--- src/rtl/acc_seq_pkg.sv ---
package acc_seq_pkg;

    localparam int OP_W = 4;

    typedef enum logic [3:0] {
        ST_F_MAR,
        ST_F_READ,
        ST_F_MDR,
        ST_F_CIR,
        ST_DECODE,
        ST_X_MAR,
        ST_X_READ,
        ST_X_MDR,
        ST_X_RUN,
        ST_X_WRITE
    } state_t;

    typedef enum logic [OP_W-1:0] {
        OP_NOP  = 4'h0,
        OP_LDI  = 4'h1,
        OP_LDD  = 4'h2,
        OP_LDX  = 4'h3,
        OP_STO  = 4'h4,
        OP_ADD  = 4'h5,
        OP_ADDI = 4'h6,
        OP_CMP  = 4'h7,
        OP_CMPI = 4'h8,
        OP_JMP  = 4'h9,
        OP_JEQ  = 4'hA,
        OP_JNE  = 4'hB,
        OP_SETX = 4'hC,
        OP_INCX = 4'hD
    } opcode_t;

    typedef enum logic [1:0] {
        K_REG,
        K_MEMRD,
        K_MEMWR
    } op_kind_t;

endpackage

--- src/rtl/acc_seq_decode.sv ---
module acc_seq_decode
    import acc_seq_pkg::*;
(
    input  logic [OP_W-1:0] opcode,
    output op_kind_t        kind,
    output logic            indexed,
    output logic            legal
);
    always_comb begin
        kind    = K_REG;
        indexed = 1'b0;
        legal   = 1'b1;
        case (opcode)
            OP_LDD, OP_ADD, OP_CMP: kind = K_MEMRD;
            OP_LDX: begin
                kind    = K_MEMRD;
                indexed = 1'b1;
            end
            OP_STO: kind = K_MEMWR;
            OP_NOP, OP_LDI, OP_ADDI, OP_CMPI,
            OP_JMP, OP_JEQ, OP_JNE, OP_SETX, OP_INCX: kind = K_REG;
            default: legal = 1'b0;
        endcase
    end
endmodule

--- src/rtl/acc_seq_alu.sv ---
module acc_seq_alu #(
    parameter int DATA_W = 16
) (
    input  logic [DATA_W-1:0] acc,
    input  logic [DATA_W-1:0] src,
    output logic [DATA_W-1:0] sum,
    output logic              carry,
    output logic              equal
);
    logic [DATA_W:0] wide;

    always_comb begin
        wide  = {1'b0, acc} + {1'b0, src};
        sum   = wide[DATA_W-1:0];
        carry = wide[DATA_W];
        equal = (acc == src);
    end
endmodule

--- src/rtl/acc_seq_fsm.sv ---
module acc_seq_fsm
    import acc_seq_pkg::*;
(
    input  logic     clk,
    input  logic     rst_n,
    input  op_kind_t kind,
    output state_t   state,
    output logic     ld_fetch,
    output logic     ld_mdr,
    output logic     ld_cir,
    output logic     ld_ea,
    output logic     run,
    output logic     wr,
    output logic     done
);
    state_t state_q, state_d;

    always_ff @(posedge clk) begin
        if (!rst_n) state_q <= ST_F_MAR;
        else        state_q <= state_d;
    end

    always_comb begin
        state_d = state_q;
        unique case (state_q)
            ST_F_MAR:   state_d = ST_F_READ;
            ST_F_READ:  state_d = ST_F_MDR;
            ST_F_MDR:   state_d = ST_F_CIR;
            ST_F_CIR:   state_d = ST_DECODE;
            ST_DECODE:  state_d = (kind == K_REG) ? ST_X_RUN : ST_X_MAR;
            ST_X_MAR:   state_d = (kind == K_MEMWR) ? ST_X_WRITE : ST_X_READ;
            ST_X_READ:  state_d = ST_X_MDR;
            ST_X_MDR:   state_d = ST_X_RUN;
            ST_X_RUN:   state_d = ST_F_MAR;
            ST_X_WRITE: state_d = ST_F_MAR;
            default:    state_d = ST_F_MAR;
        endcase
    end

    always_comb begin
        ld_fetch = 1'b0;
        ld_mdr   = 1'b0;
        ld_cir   = 1'b0;
        ld_ea    = 1'b0;
        run      = 1'b0;
        wr       = 1'b0;
        done     = 1'b0;
        unique case (state_q)
            ST_F_MAR:   ld_fetch = 1'b1;
            ST_F_MDR,
            ST_X_MDR:   ld_mdr = 1'b1;
            ST_F_CIR:   ld_cir = 1'b1;
            ST_X_MAR:   ld_ea = 1'b1;
            ST_X_RUN: begin
                run  = 1'b1;
                done = 1'b1;
            end
            ST_X_WRITE: begin
                wr   = 1'b1;
                done = 1'b1;
            end
            default: ;
        endcase
    end

    assign state = state_q;
endmodule

--- src/rtl/acc_seq_core.sv ---
module acc_seq_core
    import acc_seq_pkg::*;
#(
    parameter int ADDR_W = 12,
    parameter int DATA_W = 16
) (
    input  logic              clk,
    input  logic              rst_n,
    output logic [ADDR_W-1:0] mem_addr,
    input  logic [DATA_W-1:0] mem_rdata,
    output logic [DATA_W-1:0] mem_wdata,
    output logic              mem_we,
    output logic              cycle_end,
    output logic [DATA_W-1:0] acc_value,
    output logic [ADDR_W-1:0] pc_value,
    output logic              flag_eq,
    output logic              flag_carry,
    output logic              flag_err
);
    localparam int PAD_W = DATA_W - ADDR_W;

    logic [ADDR_W-1:0] pc_q, mar_q, ix_q;
    logic [DATA_W-1:0] mdr_q, cir_q, acc_q;
    logic              eq_q, carry_q, err_q;

    logic [OP_W-1:0]   opcode;
    logic [ADDR_W-1:0] operand, ea;
    logic [DATA_W-1:0] src, sum;
    logic              carry, equal, indexed, legal;
    logic              ld_fetch, ld_mdr, ld_cir, ld_ea, run, wr, done;
    op_kind_t          kind;
    state_t            state;

    assign opcode  = cir_q[DATA_W-1 -: OP_W];
    assign operand = cir_q[ADDR_W-1:0];
    assign ea      = indexed ? (operand + ix_q) : operand;
    assign src     = (kind == K_MEMRD) ? mdr_q : {{PAD_W{1'b0}}, operand};

    acc_seq_decode u_dec (
        .opcode  (opcode),
        .kind    (kind),
        .indexed (indexed),
        .legal   (legal)
    );

    acc_seq_alu #(.DATA_W(DATA_W)) u_alu (
        .acc   (acc_q),
        .src   (src),
        .sum   (sum),
        .carry (carry),
        .equal (equal)
    );

    acc_seq_fsm u_fsm (
        .clk      (clk),
        .rst_n    (rst_n),
        .kind     (kind),
        .state    (state),
        .ld_fetch (ld_fetch),
        .ld_mdr   (ld_mdr),
        .ld_cir   (ld_cir),
        .ld_ea    (ld_ea),
        .run      (run),
        .wr       (wr),
        .done     (done)
    );

    always_ff @(posedge clk) begin
        if (!rst_n) begin
            pc_q    <= '0;
            mar_q   <= '0;
            ix_q    <= '0;
            mdr_q   <= '0;
            cir_q   <= '0;
            acc_q   <= '0;
            eq_q    <= 1'b0;
            carry_q <= 1'b0;
            err_q   <= 1'b0;
        end else begin
            if (ld_fetch) begin
                mar_q <= pc_q;
                pc_q  <= pc_q + 1'b1;
            end
            if (ld_mdr) mdr_q <= mem_rdata;
            if (ld_cir) cir_q <= mdr_q;
            if (ld_ea)  mar_q <= ea;
            if (run) begin
                if (!legal) begin
                    err_q <= 1'b1;
                end else begin
                    case (opcode_t'(opcode))
                        OP_LDI, OP_LDD, OP_LDX: acc_q <= src;
                        OP_ADD, OP_ADDI: begin
                            acc_q   <= sum;
                            carry_q <= carry;
                        end
                        OP_CMP, OP_CMPI: eq_q <= equal;
                        OP_JMP: pc_q <= operand;
                        OP_JEQ: if (eq_q)  pc_q <= operand;
                        OP_JNE: if (!eq_q) pc_q <= operand;
                        OP_SETX: ix_q <= operand;
                        OP_INCX: ix_q <= ix_q + 1'b1;
                        default: ;
                    endcase
                end
            end
        end
    end

    assign mem_addr   = mar_q;
    assign mem_wdata  = acc_q;
    assign mem_we     = wr;
    assign cycle_end  = done;
    assign acc_value  = acc_q;
    assign pc_value   = pc_q;
    assign flag_eq    = eq_q;
    assign flag_carry = carry_q;
    assign flag_err   = err_q;
endmodule

--- config.mk ---
export PLATFORM = sky130hd
export DESIGN_NAME = acc_seq_core
export DESIGN_NICKNAME = d
export VERILOG_FILES = /design/src/rtl/acc_seq_pkg.sv /design/src/rtl/acc_seq_decode.sv /design/src/rtl/acc_seq_alu.sv /design/src/rtl/acc_seq_fsm.sv /design/src/rtl/acc_seq_core.sv
export SDC_FILE = /design/constraint.sdc
export NUM_CORES = 1
export LEC_CHECK = 0
export BUFFER_PORTS_ARGS = -buffer_cell sky130_fd_sc_hd__buf_2
export CORE_MARGIN = 2
export CORE_UTILIZATION = 40
export CTS_CLUSTER_SIZE = 8
export DETAILED_ROUTE_END_ITERATION = 12
export GPL_ROUTABILITY_DRIVEN = 0
export SYNTH_ARGS = -nofsm -noshare
export SYNTH_HDL_FRONTEND = slang
export SYNTH_SLANG_ARGS = --single-unit
--- constraint.sdc ---
create_clock -name clk -period 8.6 [get_ports clk]
set_input_delay 0.86 -clock clk [delete_from_list [all_inputs] [get_ports clk]]
set_output_delay 0.86 -clock clk [all_outputs]
set_load 0.1 [all_outputs]
==> results of run 1 <==
flip-flops by register name, indices dropped and copies added, names as in the netlist:
name,count
ix_q,12
flag_carry,1
cir_q,16
flag_eq,1
u_fsm.state,4
pc_value,12
flag_err,1
mdr_q,16
acc_value,16
mem_addr,12
worst min-delay path by stage:
stage / startpoint / endpoint / slack [ns] / depth (start not counted)
finish: mem_addr[3] / mem_addr[3] / 0.46 / 2
global route: mem_addr[3] / mem_addr[3] / 0.49 / 2
CTS: mem_addr[3] / mem_addr[3] / 0.47 / 2
detailed placement: mem_addr[3] / mem_addr[3] / 0.46 / 2
global placement: mem_addr[3] / mem_addr[3] / 0.45 / 2
floorplan: mdr_q[15] / cir_q[15] / 0.44 / 2
worst max-delay path: cells and delay by family (launching register included):
family                     cells  cell delay, ns
xor gates and xnor gates       1            0.11
muxes                          2            0.35
buffers and inverters          2            0.31
adders and majority gates      2            0.58
and+or+nand+nor                3            0.37
AOI/OAI and AO/OA              4            1.01
DFF                            1            0.62
cell families (layout without fill, tap and decap cells):
group                    after synthesis  count (layout)  share of synthesized area
XOR/XNOR                              34              34                     0.0514
buffers and inverters                 75             116                     0.0637
AND/OR/NAND/NOR                      283             283                      0.233
multiplexers                          17              17                     0.0320
adder cells (fa/ha/maj)               34              34                     0.0760
flip-flops                            91              91                      0.314
AO/OA/AOI/OAI                        216             216                      0.230
routing by layer:
metal  global-route usage  share of wire  vias to the layer above
li1                     -              -                     2751
met1                0.272           0.45                     2622
met2                0.361           0.48                      191
met3               0.0438          0.054                       24
met4               0.0562          0.018                        0
met5                    0              0                        -
power by group:
part / total, µW / internal, µW / switching (µW)
Sequential: 450 / 434 / 15.7
Clock: 494 / 316 / 178
Combinational: 122 / 27.8 / 93.9
cell usage in the layout (no fill, tap or decap), types with 8 or more instances in the layout:
| cell | count |
|---|---|
| nor3_1 | 12 |
| buf_2 | 78 |
| nand4_1 | 8 |
| dfxtp_1 | 91 |
| ha_1 | 32 |
| xor2_1 | 18 |
| o211ai_1 | 9 |
| mux2_2 | 12 |
| xnor2_1 | 16 |
| nand2_1 | 126 |
| nor2_1 | 56 |
| a21o_1 | 9 |
| a31oi_1 | 9 |
| and3_1 | 11 |
| o21ai_0 | 41 |
| and2_1 | 8 |
| a211oi_1 | 24 |
| a21oi_1 | 86 |
| clkbuf_16 | 9 |
| inv_1 | 16 |
| nand3_1 | 21 |
area by class of cell:
| cell class | count | area [µm²] |
|---|---|---|
| clock buffers | 9 | 225 |
| clock inverters | 7 | 146 |
| fillers | 1390 | 7530 |
| inverters | 17 | 63.8 |
| multi-input cells | 584 | 3600 |
| flip-flops and latches | 91 | 1820 |
| well taps | 180 | 225 |
| repair buffers | 83 | 428 |
stage by stage:
stage	setup WS, ns	std cells	power [µW]
after CTS	5.15	971	1080
after global placement	5.30	955	580
after global routing	4.76	971	1100
after detailed placement	5.18	955	581
final	5.11	971	1070
after floorplan	5.50	750	554
==> reports/metrics.cfg, run 1 <==
[floorplan]
dieArea_mm2=0.0155
ios=79
core_area_mm2=0.0140
die_w_um=124
start_util=0.413
num_rows=43
die_h_um=124

[global_routing]
grt_max_degree=57
grt_pass1_vias=5277
grtUsageTotal=0.212
antenna_found_initial=0
grt.overflow.total=0
grt_pass1_wl_um=27200

[clocking]
ctsResizeCount=0
cts_buffers=9
root_buffer=clkbuf_16
cts-hold-fix-buffers=0
cts_setup_buffers=0
cts_buffer_depth=2
numClockSinks=91
clk_latency_ns=0.35
cts_tree=done
cts.clk_slew.worst_paths_ns=0.07
htree_levels=3

[route]
wire_per_inst_um=17.1
drt_wl_total_um=16600
vias=5588
drt-pass1-iter-count=6
drc=0
ant_nets=0
viasPerCell=5.75
first_iter_violations=336

[timing]
period_minus_slack_ns=3.49
worst_clock_skew_ns=0.00584
fin_crit_sh=0.405
setup_viol=0
slew_headroom=0.298
grt_setup_unrepaired=no
hold_viol=0
finalMaxSlewViolations=0
hold-worst-slack_ns=0.462
worst_pin_slew_ns=1.05
max_freq_mhz=287
fin_tns_setup_ns=0

[power_and_ir_drop]
p_leak_uw=0.00268
p_per_area_mw_per_mm2=164
vdd_drop_max_mv=0.0841

[placement]
io_buffers=78
post-dp-hpwl_um=12000
placed_cell_area_mm2=0.00614

[logic_synthesis]
synthesis.nets=802
synth-edff-count=0
synth_area_leaders=dfxtp_1, nand2_1, a21oi_1
ys_seq_area_frac=0.314
ys_warn_count=0
netlist_area_mm2=0.00580
yosysTopAreaCellShare=0.314
syn-instance-count=750
synth_area_leader_cell=dfxtp_1
yosysUniqueCellTypes=64
synthArstFlopShare=0
syn_area_per_cell_um2=7.73
ys_top_cells_by_count=nand2_1, dfxtp_1, a21oi_1, nor2_1, o21ai_0
synth-main-ff-cell=dfxtp_1
yosysMostFrequentCell=nand2_1
synth-seq-cells=91

[cells_and_area]
antenna_cells=0
layout-drive-gt1-share=0.157
final_area_mm2=0.00652
final_nets=838
synthToLayoutAreaGrowth_pct=12.4
fin_util=0.464

[setup_path]
crit_required_ns=8.82
worstSetupPathType=flip-flop to flip-flop
rr_endpoint=acc_value[14]
path_cells=mux2i_1 -> nor2_1 -> buf_4 -> mux2_2 -> ha_1 -> inv_1 -> fa_1 -> nand3b_1 -> a21oi_1 -> o21ai_0 -> a31oi_1 -> xor2_1 -> a222oi_1 -> nor2_1
critPathCapture=acc_value[14]
crit_arrival_ns=3.70
cp_slowest_stage_delay_ns=0.62
crit_slowest_cell=dfxtp_1
rr_startpoint=cir_q[12]
worst-path-max-fanout=20
rr_worst_depth=14
startpoint_type=flip-flop
r2r_setup_slack_ns=5.11
cpMostUsedCell=nor2_1
crit_start=cir_q[12]
endpoint_kind=flip-flop

[hold_path]
hold_path_class=flip-flop to flip-flop

[status]
outcome=finished clean

[flow_run]
drv_cap=0

No activity file was read; power rests on OpenSTA's default activity.
==> run 2: changes to the inputs <==
==> constraint.sdc (replaced) <==
create_clock -name clk -period 3.1 [get_ports clk]
set_input_delay 0.31 -clock clk [delete_from_list [all_inputs] [get_ports clk]]
set_output_delay 0.31 -clock clk [all_outputs]
set_load 0.1 [all_outputs]
==> run 2 against run 1 <==
Net effect: cell count grew 2.4%; highest routed layer unchanged; maximum frequency grew 19%; sequential power grew to 2.8 times the previous value; critical endpoint is now acc_value[15]; first-iteration DRC count grew 13%.
==> reports/metrics.cfg, run 2 (synthesized netlist as in run 1, its figures left out) <==
[status]
outcome=finished clean

[timing]
fin_crit_sh=0.944
worst_clock_skew_ns=0.00637
slew_headroom=0.469
worst_pin_slew_ns=0.796
finalMaxSlewViolations=0
period_minus_slack_ns=2.93
setup_slack_ns=0.174
grt_setup_unrepaired=no
hold_viol=0
setup_viol=0
max_freq_mhz=342
fin_tns_setup_ns=0

[route]
vias=5650
ant_nets=0
wire_per_inst_um=17.2
drc=0
viasPerCell=5.68
drt-pass1-iter-count=6
first_iter_violations=381
drt_wl_total_um=17100

[clocking]
cts_setup_buffers=0
clk_latency_ns=0.35
cts_buffers=9
numClockSinks=91
htree_levels=3
cts_buffer_depth=2
cts.clk_slew.worst_paths_ns=0.07
root_buffer=clkbuf_16
cts_tree=done

[global_routing]
grt_pass1_wl_um=27600
antenna_found_initial=0
grt.overflow.total=0
grt_max_degree=33
grtUsageTotal=0.219
grt_pass1_vias=5431

[cells_and_area]
antenna_cells=0
synthToLayoutAreaGrowth_pct=14.7
final_nets=861
layout_common_cells=nand2_1, dfxtp_1, a21oi_1
layout-drive-gt1-share=0.194
final_common_cell=nand2_1

[floorplan]
dieArea_mm2=0.0155
core_area_mm2=0.0140
start_util=0.413
die_h_um=124
die_w_um=124
ios=79
num_rows=43

[setup_path]
crit_slowest_cell=mux2_2
r2r_setup_slack_ns=0.17
rr_endpoint=acc_value[15]
critical_path_buf_inv_count=2
path_cells=mux2i_1 -> nor2_1 -> buf_4 -> buf_4 -> mux2_2 -> ha_1 -> nand4_1 -> nor2_2 -> a311o_1 -> nand3_1 -> o21ai_0 -> xnor2_1 -> a21oi_1
startpoint_type=flip-flop
rr_startpoint=cir_q[14]
path_delay_family=simple AND/OR/NAND/NOR gates
endpoint_kind=flip-flop
rr_worst_depth=13
crit_required_ns=3.34
cp_slowest_stage_delay_ns=0.38
worstSetupPathType=flip-flop to flip-flop
cpMostUsedCell=buf_4
crit_arrival_ns=3.16
worst-path-max-fanout=10

[hold_path]
holdPathEnd=mdr_q[10]
hold_path_class=input pin to flip-flop
hold_depth=3
worstHoldStart=mem_rdata[10]

[placement]
post-dp-hpwl_um=12700
pre_cts_ws_ns=0.0229
io_buffers=78

[flow_run]
drv_cap=0

[power_and_ir_drop]
p_leak_uw=0.00275
vdd_drop_max_mv=0.256
p_per_area_mw_per_mm2=396

run 2: cell types whose count changed in the layout (fill, tap and decap cells not counted), moves of 2 or more:
cell	before	now
buf_4	5	28
bufinv_16	4	0
o21ai_0	41	37
clkinvlp_4	0	3
a211oi_1	24	22
a211oi_2	0	2
ha_1	32	30
nor2_1	56	54
nor2_2	0	2
o21ai_1	1	3
o21ai_2	0	2
run 2: worst reg2reg max path, delay by kind of cell (launching register included):
kind	cells	cell delay, ns
buf+inv	2	0.33
flops	1	0.32
fa+ha+maj	1	0.37
simple gates	4	0.57
compound gates	3	0.58
mux	2	0.50
xor+xnor	1	0.15
run 2: worst max path at each step:
| stage | startpoint | end | slack [ns] | cells after the start |
|---|---|---|---|---|
| finish | cir_q[14] | acc_value[15] | 0.17 | 13 |
| floorplan | cir_q[14] | acc_value[15] | 0.001 | 14 |
| global placement | cir_q[14] | acc_value[14] | 0.13 | 14 |
| global route | cir_q[14] | acc_value[15] | 0.003 | 13 |
| detailed placement | cir_q[14] | acc_value[14] | 0.02 | 14 |
| CTS | cir_q[14] | acc_value[14] | 0.008 | 14 |
run 2: final cells by class:
class	count	area, µm²
fillers	1406	7400
multi-input cells	584	3660
flip-flops and latches	91	1820
repair buffers	106	601
clock buffers	10	229
well taps	180	225
inverters	17	63.8
clock inverters	6	48.8
run 2: what timing repair did:
action	CTS	global route
hold endpoints to repair	0	0
setup endpoints to repair	0	6
resized for setup	0	18
hold buffers	0	0
run 2: metal layers:
layer,vias to the layer above,track usage,part of all wire
met5,-,0,0
met4,0,0.0674,0.018
met3,30,0.0520,0.062
met2,209,0.372,0.49
met1,2614,0.273,0.44
li1,2797,-,-
run 2: per-stage QoR:
stage / cell area [µm²] / std cells / hold WS, ns / util / power, µW
2_1_floorplan: 5800 / 750 / 0.441 / - / 1540
3_3_place_gp: 6320 / 978 / 0.445 / 0.450 / 1610
3_5_place_dp: 6320 / 978 / 0.452 / 0.450 / 1620
4_1_cts: 6590 / 994 / 0.181 / 0.470 / 2660
5_1_grt: 6650 / 994 / 0.189 / 0.473 / 2740
6_report: 6650 / 994 / 0.191 / 0.473 / 2630
run 2: where the power goes:
part | switching (µW) | internal [µW]
Combinational | 266 | 80.3
Sequential | 39.7 | 1200
Clock | 489 | 551
